$ cat src/rtl/txd_pkg.sv
package txd_pkg;

    typedef enum logic [2:0] {
        S_IDLE,
        S_RD_CTL,
        S_RD_LEN,
        S_RD_ADR,
        S_RD_DATA,
        S_SEND,
        S_WB
    } txd_state_e;

    localparam int WORD_W     = 32;
    localparam int OWN_BIT    = 31;
    localparam int DESC_BYTES = 16;

    localparam logic [1:0] FLD_CTL = 2'd0;
    localparam logic [1:0] FLD_LEN = 2'd1;
    localparam logic [1:0] FLD_ADR = 2'd2;

endpackage

$ cat src/rtl/txd_ring_step.sv
module txd_ring_step #(
    parameter int AW = 16
) (
    input  logic [AW-1:0] cur,
    input  logic [AW-1:0] base,
    input  logic          wrap,
    input  logic [1:0]    fld,
    output logic [AW-1:0] fld_addr,
    output logic [AW-1:0] nxt
);
    localparam logic [AW-1:0] STRIDE = AW'(txd_pkg::DESC_BYTES);

    // word offset inside the current descriptor
    assign fld_addr = cur + {{(AW-4){1'b0}}, fld, 2'b00};
    // following descriptor, or back to the ring start
    assign nxt      = wrap ? base : cur + STRIDE;
endmodule

$ cat src/rtl/txd_lane_sel.sv
module txd_lane_sel #(
    parameter int WW = 32
) (
    input  logic [WW-1:0]              word,
    input  logic [$clog2(WW/8)-1:0]    sel,
    output logic [7:0]                 lane
);
    localparam int LANES = WW / 8;

    logic [7:0] lanes [LANES];

    for (genvar g = 0; g < LANES; g++) begin : g_lane
        assign lanes[g] = word[8*g +: 8];
    end

    assign lane = lanes[sel];
endmodule

$ cat src/rtl/txd_stall_timer.sv
module txd_stall_timer #(
    parameter int TW = 8
) (
    input  logic          clk,
    input  logic          rst_n,
    input  logic          stalled,
    input  logic [TW-1:0] limit,
    output logic          expire
);
    localparam logic [TW-1:0] ONE_T = TW'(1);

    logic [TW-1:0] cnt_d, cnt_q;

    always_comb begin
        cnt_d = '0;
        if (stalled) begin
            cnt_d = (cnt_q == limit) ? cnt_q : cnt_q + ONE_T;
        end
    end

    always_ff @(posedge clk or negedge rst_n) begin
        if (!rst_n) cnt_q <= '0;
        else        cnt_q <= cnt_d;
    end

    assign expire = stalled && (cnt_q == limit);
endmodule

$ cat src/rtl/txdesc_dma.sv
module txdesc_dma
    import txd_pkg::*;
#(
    parameter int AW = 16,
    parameter int LW = 16,
    parameter int TW = 8
) (
    input  logic          clk,
    input  logic          rst_n,
    input  logic          go_set,
    input  logic          go_clr,
    input  logic [AW-1:0] ring_base,
    input  logic [TW-1:0] stall_limit,
    output logic          running,
    output logic          mem_req,
    output logic          mem_we,
    output logic [AW-1:0] mem_addr,
    output logic [31:0]   mem_wdata,
    input  logic          mem_ack,
    input  logic [31:0]   mem_rdata,
    output logic          tx_valid,
    output logic [7:0]    tx_data,
    output logic          tx_last,
    input  logic          tx_ready
);
    localparam logic [LW-1:0] ONE_L = LW'(1);
    localparam logic [AW-1:0] ONE_A = AW'(1);
    localparam int            SW    = $clog2(WORD_W / 8);

    typedef struct packed {
        txd_state_e      st;
        logic            run;
        logic            stop;
        logic            use_base;
        logic [AW-1:0]   ptr;
        logic [2:0]      ctl;
        logic [LW-1:0]   left;
        logic [AW-1:0]   baddr;
        logic [31:0]     word;
        logic            abort;
    } regs_t;

    regs_t r_d, r_q;

    logic [1:0]    fld;
    logic [AW-1:0] fld_addr;
    logic [AW-1:0] nxt_ptr;
    logic          stalled;
    logic          stall_expire;
    logic [7:0]    lane_byte;
    logic [31:0]   wb_word;

    txd_ring_step #(.AW(AW)) ring_i (
        .cur      (r_q.ptr),
        .base     (ring_base),
        .wrap     (r_q.ctl[2]),
        .fld      (fld),
        .fld_addr (fld_addr),
        .nxt      (nxt_ptr)
    );

    txd_lane_sel #(.WW(WORD_W)) lane_i (
        .word (r_q.word),
        .sel  (r_q.baddr[SW-1:0]),
        .lane (lane_byte)
    );

    txd_stall_timer #(.TW(TW)) timer_i (
        .clk     (clk),
        .rst_n   (rst_n),
        .stalled (stalled),
        .limit   (stall_limit),
        .expire  (stall_expire)
    );

    assign stalled = tx_valid && !tx_ready;
    // keep the configuration nibble, hand ownership back, report outcome
    assign wb_word = {1'b0, r_q.ctl, 26'd0, r_q.abort, ~r_q.abort};

    always_comb begin
        r_d       = r_q;
        fld       = FLD_CTL;
        mem_req   = 1'b0;
        mem_we    = 1'b0;
        mem_addr  = '0;
        mem_wdata = '0;
        tx_valid  = 1'b0;

        if (r_q.run && go_clr) r_d.stop = 1'b1;

        unique case (r_q.st)
            S_IDLE: begin
                if (go_set && !go_clr) begin
                    r_d.run  = 1'b1;
                    r_d.stop = 1'b0;
                    r_d.st   = S_RD_CTL;
                    if (r_q.use_base) begin
                        r_d.ptr      = ring_base;
                        r_d.use_base = 1'b0;
                    end
                end
            end
            S_RD_CTL: begin
                fld      = FLD_CTL;
                mem_req  = 1'b1;
                mem_addr = fld_addr;
                if (mem_ack) begin
                    if (!mem_rdata[OWN_BIT]) begin
                        r_d.run  = 1'b0;
                        r_d.stop = 1'b0;
                        r_d.st   = S_IDLE;
                    end else begin
                        r_d.ctl = mem_rdata[30:28];
                        r_d.st  = S_RD_LEN;
                    end
                end
            end
            S_RD_LEN: begin
                fld      = FLD_LEN;
                mem_req  = 1'b1;
                mem_addr = fld_addr;
                if (mem_ack) begin
                    r_d.left = mem_rdata[LW-1:0];
                    r_d.st   = S_RD_ADR;
                end
            end
            S_RD_ADR: begin
                fld      = FLD_ADR;
                mem_req  = 1'b1;
                mem_addr = fld_addr;
                if (mem_ack) begin
                    r_d.baddr = mem_rdata[AW-1:0];
                    r_d.abort = 1'b0;
                    r_d.st    = (r_q.left == '0) ? S_WB : S_RD_DATA;
                end
            end
            S_RD_DATA: begin
                mem_req  = 1'b1;
                mem_addr = {r_q.baddr[AW-1:SW], {SW{1'b0}}};
                if (mem_ack) begin
                    r_d.word = mem_rdata;
                    r_d.st   = S_SEND;
                end
            end
            S_SEND: begin
                tx_valid = 1'b1;
                if (tx_ready) begin
                    r_d.left  = r_q.left - ONE_L;
                    r_d.baddr = r_q.baddr + ONE_A;
                    if (r_q.left == ONE_L)
                        r_d.st = S_WB;
                    else if (&r_q.baddr[SW-1:0])
                        r_d.st = S_RD_DATA;
                end else if (stall_expire) begin
                    r_d.abort = 1'b1;
                    r_d.st    = S_WB;
                end
            end
            S_WB: begin
                fld       = FLD_CTL;
                mem_req   = 1'b1;
                mem_we    = 1'b1;
                mem_addr  = fld_addr;
                mem_wdata = wb_word;
                if (mem_ack) begin
                    r_d.ptr = nxt_ptr;
                    if (r_q.stop || go_clr) begin
                        r_d.run  = 1'b0;
                        r_d.stop = 1'b0;
                        r_d.st   = S_IDLE;
                    end else begin
                        r_d.st = S_RD_CTL;
                    end
                end
            end
            default: r_d.st = S_IDLE;
        endcase
    end

    always_ff @(posedge clk or negedge rst_n) begin
        if (!rst_n) begin
            r_q          <= '0;
            r_q.st       <= S_IDLE;
            r_q.use_base <= 1'b1;
        end else begin
            r_q <= r_d;
        end
    end

    assign running = r_q.run;
    assign tx_data = lane_byte;
    assign tx_last = tx_valid && (r_q.left == ONE_L);
endmodule

$ cat config.mk
export PLATFORM = sky130hd
export DESIGN_NAME = txdesc_dma
export DESIGN_NICKNAME = d
export VERILOG_FILES = /design/src/rtl/txd_pkg.sv /design/src/rtl/txd_ring_step.sv /design/src/rtl/txd_lane_sel.sv /design/src/rtl/txd_stall_timer.sv /design/src/rtl/txdesc_dma.sv
export SDC_FILE = /design/constraint.sdc
export NUM_CORES = 1
export LEC_CHECK = 0
export BUFFER_PORTS_ARGS = -buffer_cell sky130_fd_sc_hd__buf_2
export CAP_MARGIN = 40
export CORE_MARGIN = 3
export CORE_UTILIZATION = 50
export DETAILED_ROUTE_END_ITERATION = 10
export PLACE_DENSITY = 0.74
export SETUP_SLACK_MARGIN = 0.05
export SLEW_MARGIN = 30
export SYNTH_ARGS = -nofsm -noshare
export SYNTH_HDL_FRONTEND = slang
export SYNTH_SLANG_ARGS = --single-unit
$ cat constraint.sdc
create_clock -name clk -period 1.85 [get_ports clk]
set_input_delay 0.0925 -clock clk [delete_from_list [all_inputs] [get_ports clk]]
set_output_delay 0.0925 -clock clk [all_outputs]
set_load 0.03 [all_outputs]
## Word level (Yosys, flattened, before mapping)

Cells that the tools add are included.

| cells by class | value |
|---|---|
| order comparisons | 1 |
| add/sub/neg operators | 5 |
| multiplexer cells | 41 |
| equality and inequality tests | 23 |
| bitwise operators | 2 |
| shifts and indexed selects | 0 |
| div/mod/pow operators | 0 |
| multipliers | 0 |
| reductions and logical operators | 26 |

Operators by type and width:

| cell | number |
|---|---|
| $pmux 16 s2 | 4 |
| $mux 16 | 4 |
| $mux 32 | 1 |
| $mux 8 | 4 |
| $mux 31 | 1 |
| $ne 2x2->1 const B | 13 |
| $mux 22 | 1 |
| $mux 3 | 7 |
| $pmux 3 s7 | 1 |
| $add 16x1->16 const B | 1 |
| $add 16x4->16 | 1 |
| $add 16x5->16 const B | 1 |
| $bmux 8 s2 | 1 |
| $eq 16x1->1 const B | 1 |
| $logic_not 16->1 | 1 |
| $sub 16x1->16 const B | 1 |
| $mux 5 | 2 |
| $eq 3x3->1 const B | 3 |
| $reduce_and 3->1 | 3 |
| $add 8x1->8 const B | 1 |
| $eq 8x8->1 | 1 |
| $mux 1 | 8 |
| $mux 2 | 4 |
| $reduce_and 4->1 | 2 |
| other kinds (21) | 31 |

| word-level totals | value |
|---|---|
| logic and storage cells | 109 |
| memory bits (writable) | 0 |
| bits in registers | 98 |
| input bits | 62 |
| bits in read-only memories | 0 |
| bits in latches | 0 |
| memories kept | 0 |
| output and inout port bits | 61 |

## Depth between registers and ports, before layout

| logic depth | value |
|---|---|
| word-level depth | 7 |
| gate-level depth with buffers | 9 |
| mapped depth without buffers | 7 |

## Modules after synthesis

Synthesis repeated with hierarchy kept, for this count alone.

| second synthesis, totals | value |
|---|---|
| cell total of the unflattened synthesis | 701 |
| area, all modules | 6,603.8 um^2 |

Modules (own cells, without submodules):

| module | times used | cells each | area each (um^2) | sequential area each (um^2) |
|---|---|---|---|---|
| txdesc_dma | 1 | 536 | 5,157.4 | 2,253.4 |
| txd_ring_step | 1 | 91 | 676.9 | 0.0 |
| txd_stall_timer | 1 | 64 | 573.0 | 200.2 |
| txd_lane_sel | 1 | 10 | 196.4 | 0.0 |

## Worst setup path before layout

No wires, ideal clock.

| timing path | value |
|---|---|
| path kind | register to output |
| start | register r_q[88] in the netlist's numbering |
| end | output port mem_addr[14] |
| arrival | 2,450 ps |
| path buffers | 2 |
| path slack | -692 ps |
| data required time | 1,757 ps |
| stages on the path, launching flop included | 10 |
| cells stage by stage | dfrtp_1 -> buf_4 -> bufbuf_16 -> nor3b_1 -> ha_1 -> ha_1 -> a21oi_1 -> nor3_1 -> xnor2_1 -> o21ai_0 |

| on the way | value |
|---|---|
| word-level cells in the longest chain between the ends | 4 |
| elaborated cells on any way between the ends | 9 |
| classes of those cells | add/sub (1); eq/ne (5); mux (2); reduce/logical (1) |

RTL lines:

| item | line | source |
|---|---|---|
| start: declaration | txdesc_dma.sv:43 | `regs_t r_d, r_q;` |
| start signal: assignment | txdesc_dma.sv:186 | `r_q <= r_d;` |
| $eq 3x2->1 | txdesc_dma.sv:91 | `unique case (r_q.st)` |
| $pmux 2 s2 | txdesc_dma.sv:91 |  |
| $add 16x4->16 | txd_ring_step.sv:14 | `assign fld_addr = cur + {{(AW-4){1'b0}}, fld, 2'b00};` |
| $pmux 16 s2 * | txdesc_dma.sv:91 |  |
| end: declaration | txdesc_dma.sv:17 | `output logic [AW-1:0] mem_addr,` |

Every way passes the cells marked *; elsewhere a longest branch is shown, timed or not.

## Final worst setup path

| timing path | value |
|---|---|
| start | register r_q[89] in the netlist's numbering |
| end | output port mem_addr[15] |

Same word-level chain as after synthesis.

==> metrics.txt <==
Global Route met3 Usage=6.166%; kind of end point of the critical path=output pin; crit-path max FO=6; DRC violation count after routing=0; switch share=44.12%; Avg Synthesized Cell Area=9.380 sq um; number of global-route vias before repair=5875; met1 Usage GRT=36.43%; required time worst endpoint=1.76 ns; fraction of final layout cells sized beyond drive strength 1=46.05%; cell area power density=1584 mW/mm^2; share of total power in the clock network=13.1%; RD Place Congestion=0.9392; cell type of the slowest stage on the worst timing path=dfrtp_1; combinational cell fraction of total power=58.5%; Root Buffer=clkbuf_16; final worst path period share=122.9%; final routed wire length divided by cell count=22.08 um; final max-slew violation count=0; Synth area leaders=dfrtp_1 (40%), mux2_2 (6.6%), o21ai_0 (4.3%); flip-flop cell with the highest count after synthesis=dfrtp_1; class of the worst hold path=input pin to flop; post-route cell area=0.009240 sq mm; register cell area after layout=0.002460 sq mm; synthesized instance count=652; number of buffers inserted by port buffering=95; TritonCTS clock tree=yes; violation count after the first detailed-routing iteration=839; Final Setup Violations=59; cell taking the most area after synthesis=dfrtp_1; slew margin rel.=55.89%; Hold Violations, Final=0; Cell Area, Synth=0.006116 sq mm; count of flip-flops with a built-in enable after synthesis=0; Setup Crit Path Kind=flop to output pin; worst clock skew on the final layout=0.006263 ns; hold_ws=0.01636 ns; proportion of synthesized chip area in sequential cells=40.12%; number of clock sinks seen by CTS=98; H-tree depth=3; estimated wirelength of the detail-placed design=12.21 mm; Detail Route Antenna Nets=0; Synth top area share=39.69%; Remaining Overflow, GRT=0; register clock-pin slew on the reported worst setup and hold paths=0.08 ns; MaxCap Viol Count=0; row cnt=39; most numerous cell in the Yosys netlist=dfrtp_1; clock period minus final worst setup slack=2.274 ns; cell seen most often among critical-path stages=buf_6; total design power=14.64 mW; Crit path max-delay family=adder cells; share of synthesized flip-flops with an asynchronous set or reset=100.0%; GRT Total Usage=27.85%; Placed Instance Area=0.007227 sq mm; transition time at the pin with the least slew margin=0.6617 ns; global-route layer with the greatest usage=met2; crit path DAT=2.18 ns; Longest Clk Path Bufs=2; later-pin clock latency in the skew report=0.36 ns; met2 global-route usage=45.08%; Area growth, synth to finish=51.08%; I/O pin count=123; initial core utilization=52.44%; Die Area=0.01359 sq mm; maximum single-stage delay on the critical path=0.41 ns; most frequent cells after synthesis=dfrtp_1 (97), nor2_1 (58), nand2_1 (53); net count reported at finish=938; switching pwr=6.458 mW; setup TNS after final layout=-8.402 ns; Final WS setup=-0.4238 ns; Inserted Clock Buffers=9; vias post-DR=6431; violations in the final reports=setup timing; synthesized flop and latch total=98; leakage power figure=4.029 nW; initial antenna violation count=1; global-route wire length before repair=29.50 mm; Place WS=-0.1612 ns; maximum clock rate=0.4398 GHz; CP Cell Sequence=buf_6 -> nor3b_2 -> ha_2 -> maj3_2 -> nand3_2 -> xor2_1 -> o21ai_2 -> buf_6; number of buffers and inverters on the critical path=2; unrepaired setup endpoints after global routing=true; number of library cell types mapped by synthesis=65; horizontal die dimension=116.6 um; design internal power=8.179 mW; yosys synthesis warning count=0; maximum resistive drop on vdd=1.483 mV; Seq pwr share=28.3%; Die Y-Extent=116.6 um; average vias per placed instance=6.324; startpoint type of the worst setup path=flop; area occupied by multi-input gates=0.003896 sq mm; DRT Pass-1 Iters=5; pin count of the biggest net entering global routing=44; core region area=0.01166 sq mm; status=finished, violations left; number of fill cells=663; aggregate routed wire length=22.46 mm
[placed cells by master (no fill, tap or decap), drive strengths merged, types with 4 or more instances in the layout]
cell,instances
and2,4
dfrtp,97
mux2,36
nor3b,6
a22o,5
a21oi,49
nand2b,5
o2bb2ai,5
nand4b,4
nand3b,4
xor2,14
nor2,58
mux4,8
clkbuf,20
o2111ai,4
nor3,19
mux2i,6
nand2,53
nand3,13
conb,27
a22oi,8
nor4,7
dlygate4sd3,26
xnor2,13
and3,9
and3b,4
o22a,6
a31oi,14
nand4,9
buf,208
ha,8
o22ai,6
inv,19
o21ai,58
and4,4
[final timing paths]
check | from | to | slack, ns | cells after the start
setup / recovery | r_q[89]$_DFFE_PN0P_ | mem_addr[15] | -0.42 | 8
hold / removal | mem_rdata[2] | r_q[3]$_DFFE_PN0P_ | 0.02 | 2
setup reg to reg | r_q[59]$_DFFE_PN0P_ | r_q[64]$_DFFE_PN0P_ | -0.34 | 7
hold reg to reg | r_q[84]$_DFFE_PN1P_ | r_q[84]$_DFFE_PN1P_ | 0.49 | 1
max in group asynchronous | rst_n | r_q[57]$_DFFE_PN0P_ | 0.94 | 3
min in group asynchronous | rst_n | r_q[77]$_DFFE_PN0P_ | 0.30 | 2
[layout make-up]
class | instances | area share [%]
tap | 143 | 1.936
multi-input combinational | 500 | 42.17
inverter | 15 | 0.8802
antenna | 1 | 0.02708
timing repair buffer | 244 | 25.20
clock inverter | 6 | 0.5823
clock buffer | 10 | 2.586
sequential | 98 | 26.62
[sequential cells by signal, indices dropped and copies added, names as in the netlist]
signal and count:
running 1, r_q 89, timer_i.cnt_q 8
[per-layer routing]
metal / vias to the layer above / part of all wire, %
met5: - / 0
li1: 2762 / -
met1: 3110 / 37
met3: 110 / 9.1
met2: 449 / 50
met4: 0 / 4.8
[kinds of logic after synthesis]
| logic type | share of synthesized area (%) |
|---|---|
| XOR/XNOR | 3.867 |
| adder cells (fa/ha/maj) | 1.800 |
| buffers and inverters | 7.856 |
| multiplexers | 10.56 |
| other | 0.06132 |
| AND/OR/NAND/NOR | 17.86 |
| AO/OA/AOI/OAI | 17.88 |
| flip-flops | 40.12 |
[timing repair]
action / CTS / global route
pin swaps: 14 / 46
setup endpoints to repair: 75 / 108
resized for setup: 94 / 155
hold buffers: 26 / 0
buffers inserted: 11 / 30
cloned: 2 / 12
endpoints found under the hold margin: 67 / 0
[power by group through the flow]
stage                     logic, mW  registers, mW  clock network, mW
final                          8.57           4.15               1.92
after global routing           9.01           4.23               2.02
after CTS                      6.87           3.95               1.93
after detailed placement       6.10           3.95                  0
after global placement         5.97           3.87                  0
after floorplan                4.29           3.78                  0
[metrics by stage]
| stage | std cells | util [%] |
|---|---|---|
| global route | 1017 | 79.23 |
| CTS | 978 | 70.54 |
| floorplan | 678 | - |
| detailed placement | 923 | 61.97 |
| finish | 1017 | 79.23 |
| global placement | 923 | 61.97 |
[worst reg2reg max path, cell delays in order, from the launching register on]
cell	delay, ns
dfrtp_1	0.39
or4_4	0.57
buf_6	0.14
buf_6	0.12
nor3_4	0.18
or3b_4	0.40
a21oi_2	0.17
o22a_1	0.17
No activity file was read; power rests on OpenSTA's default activity.
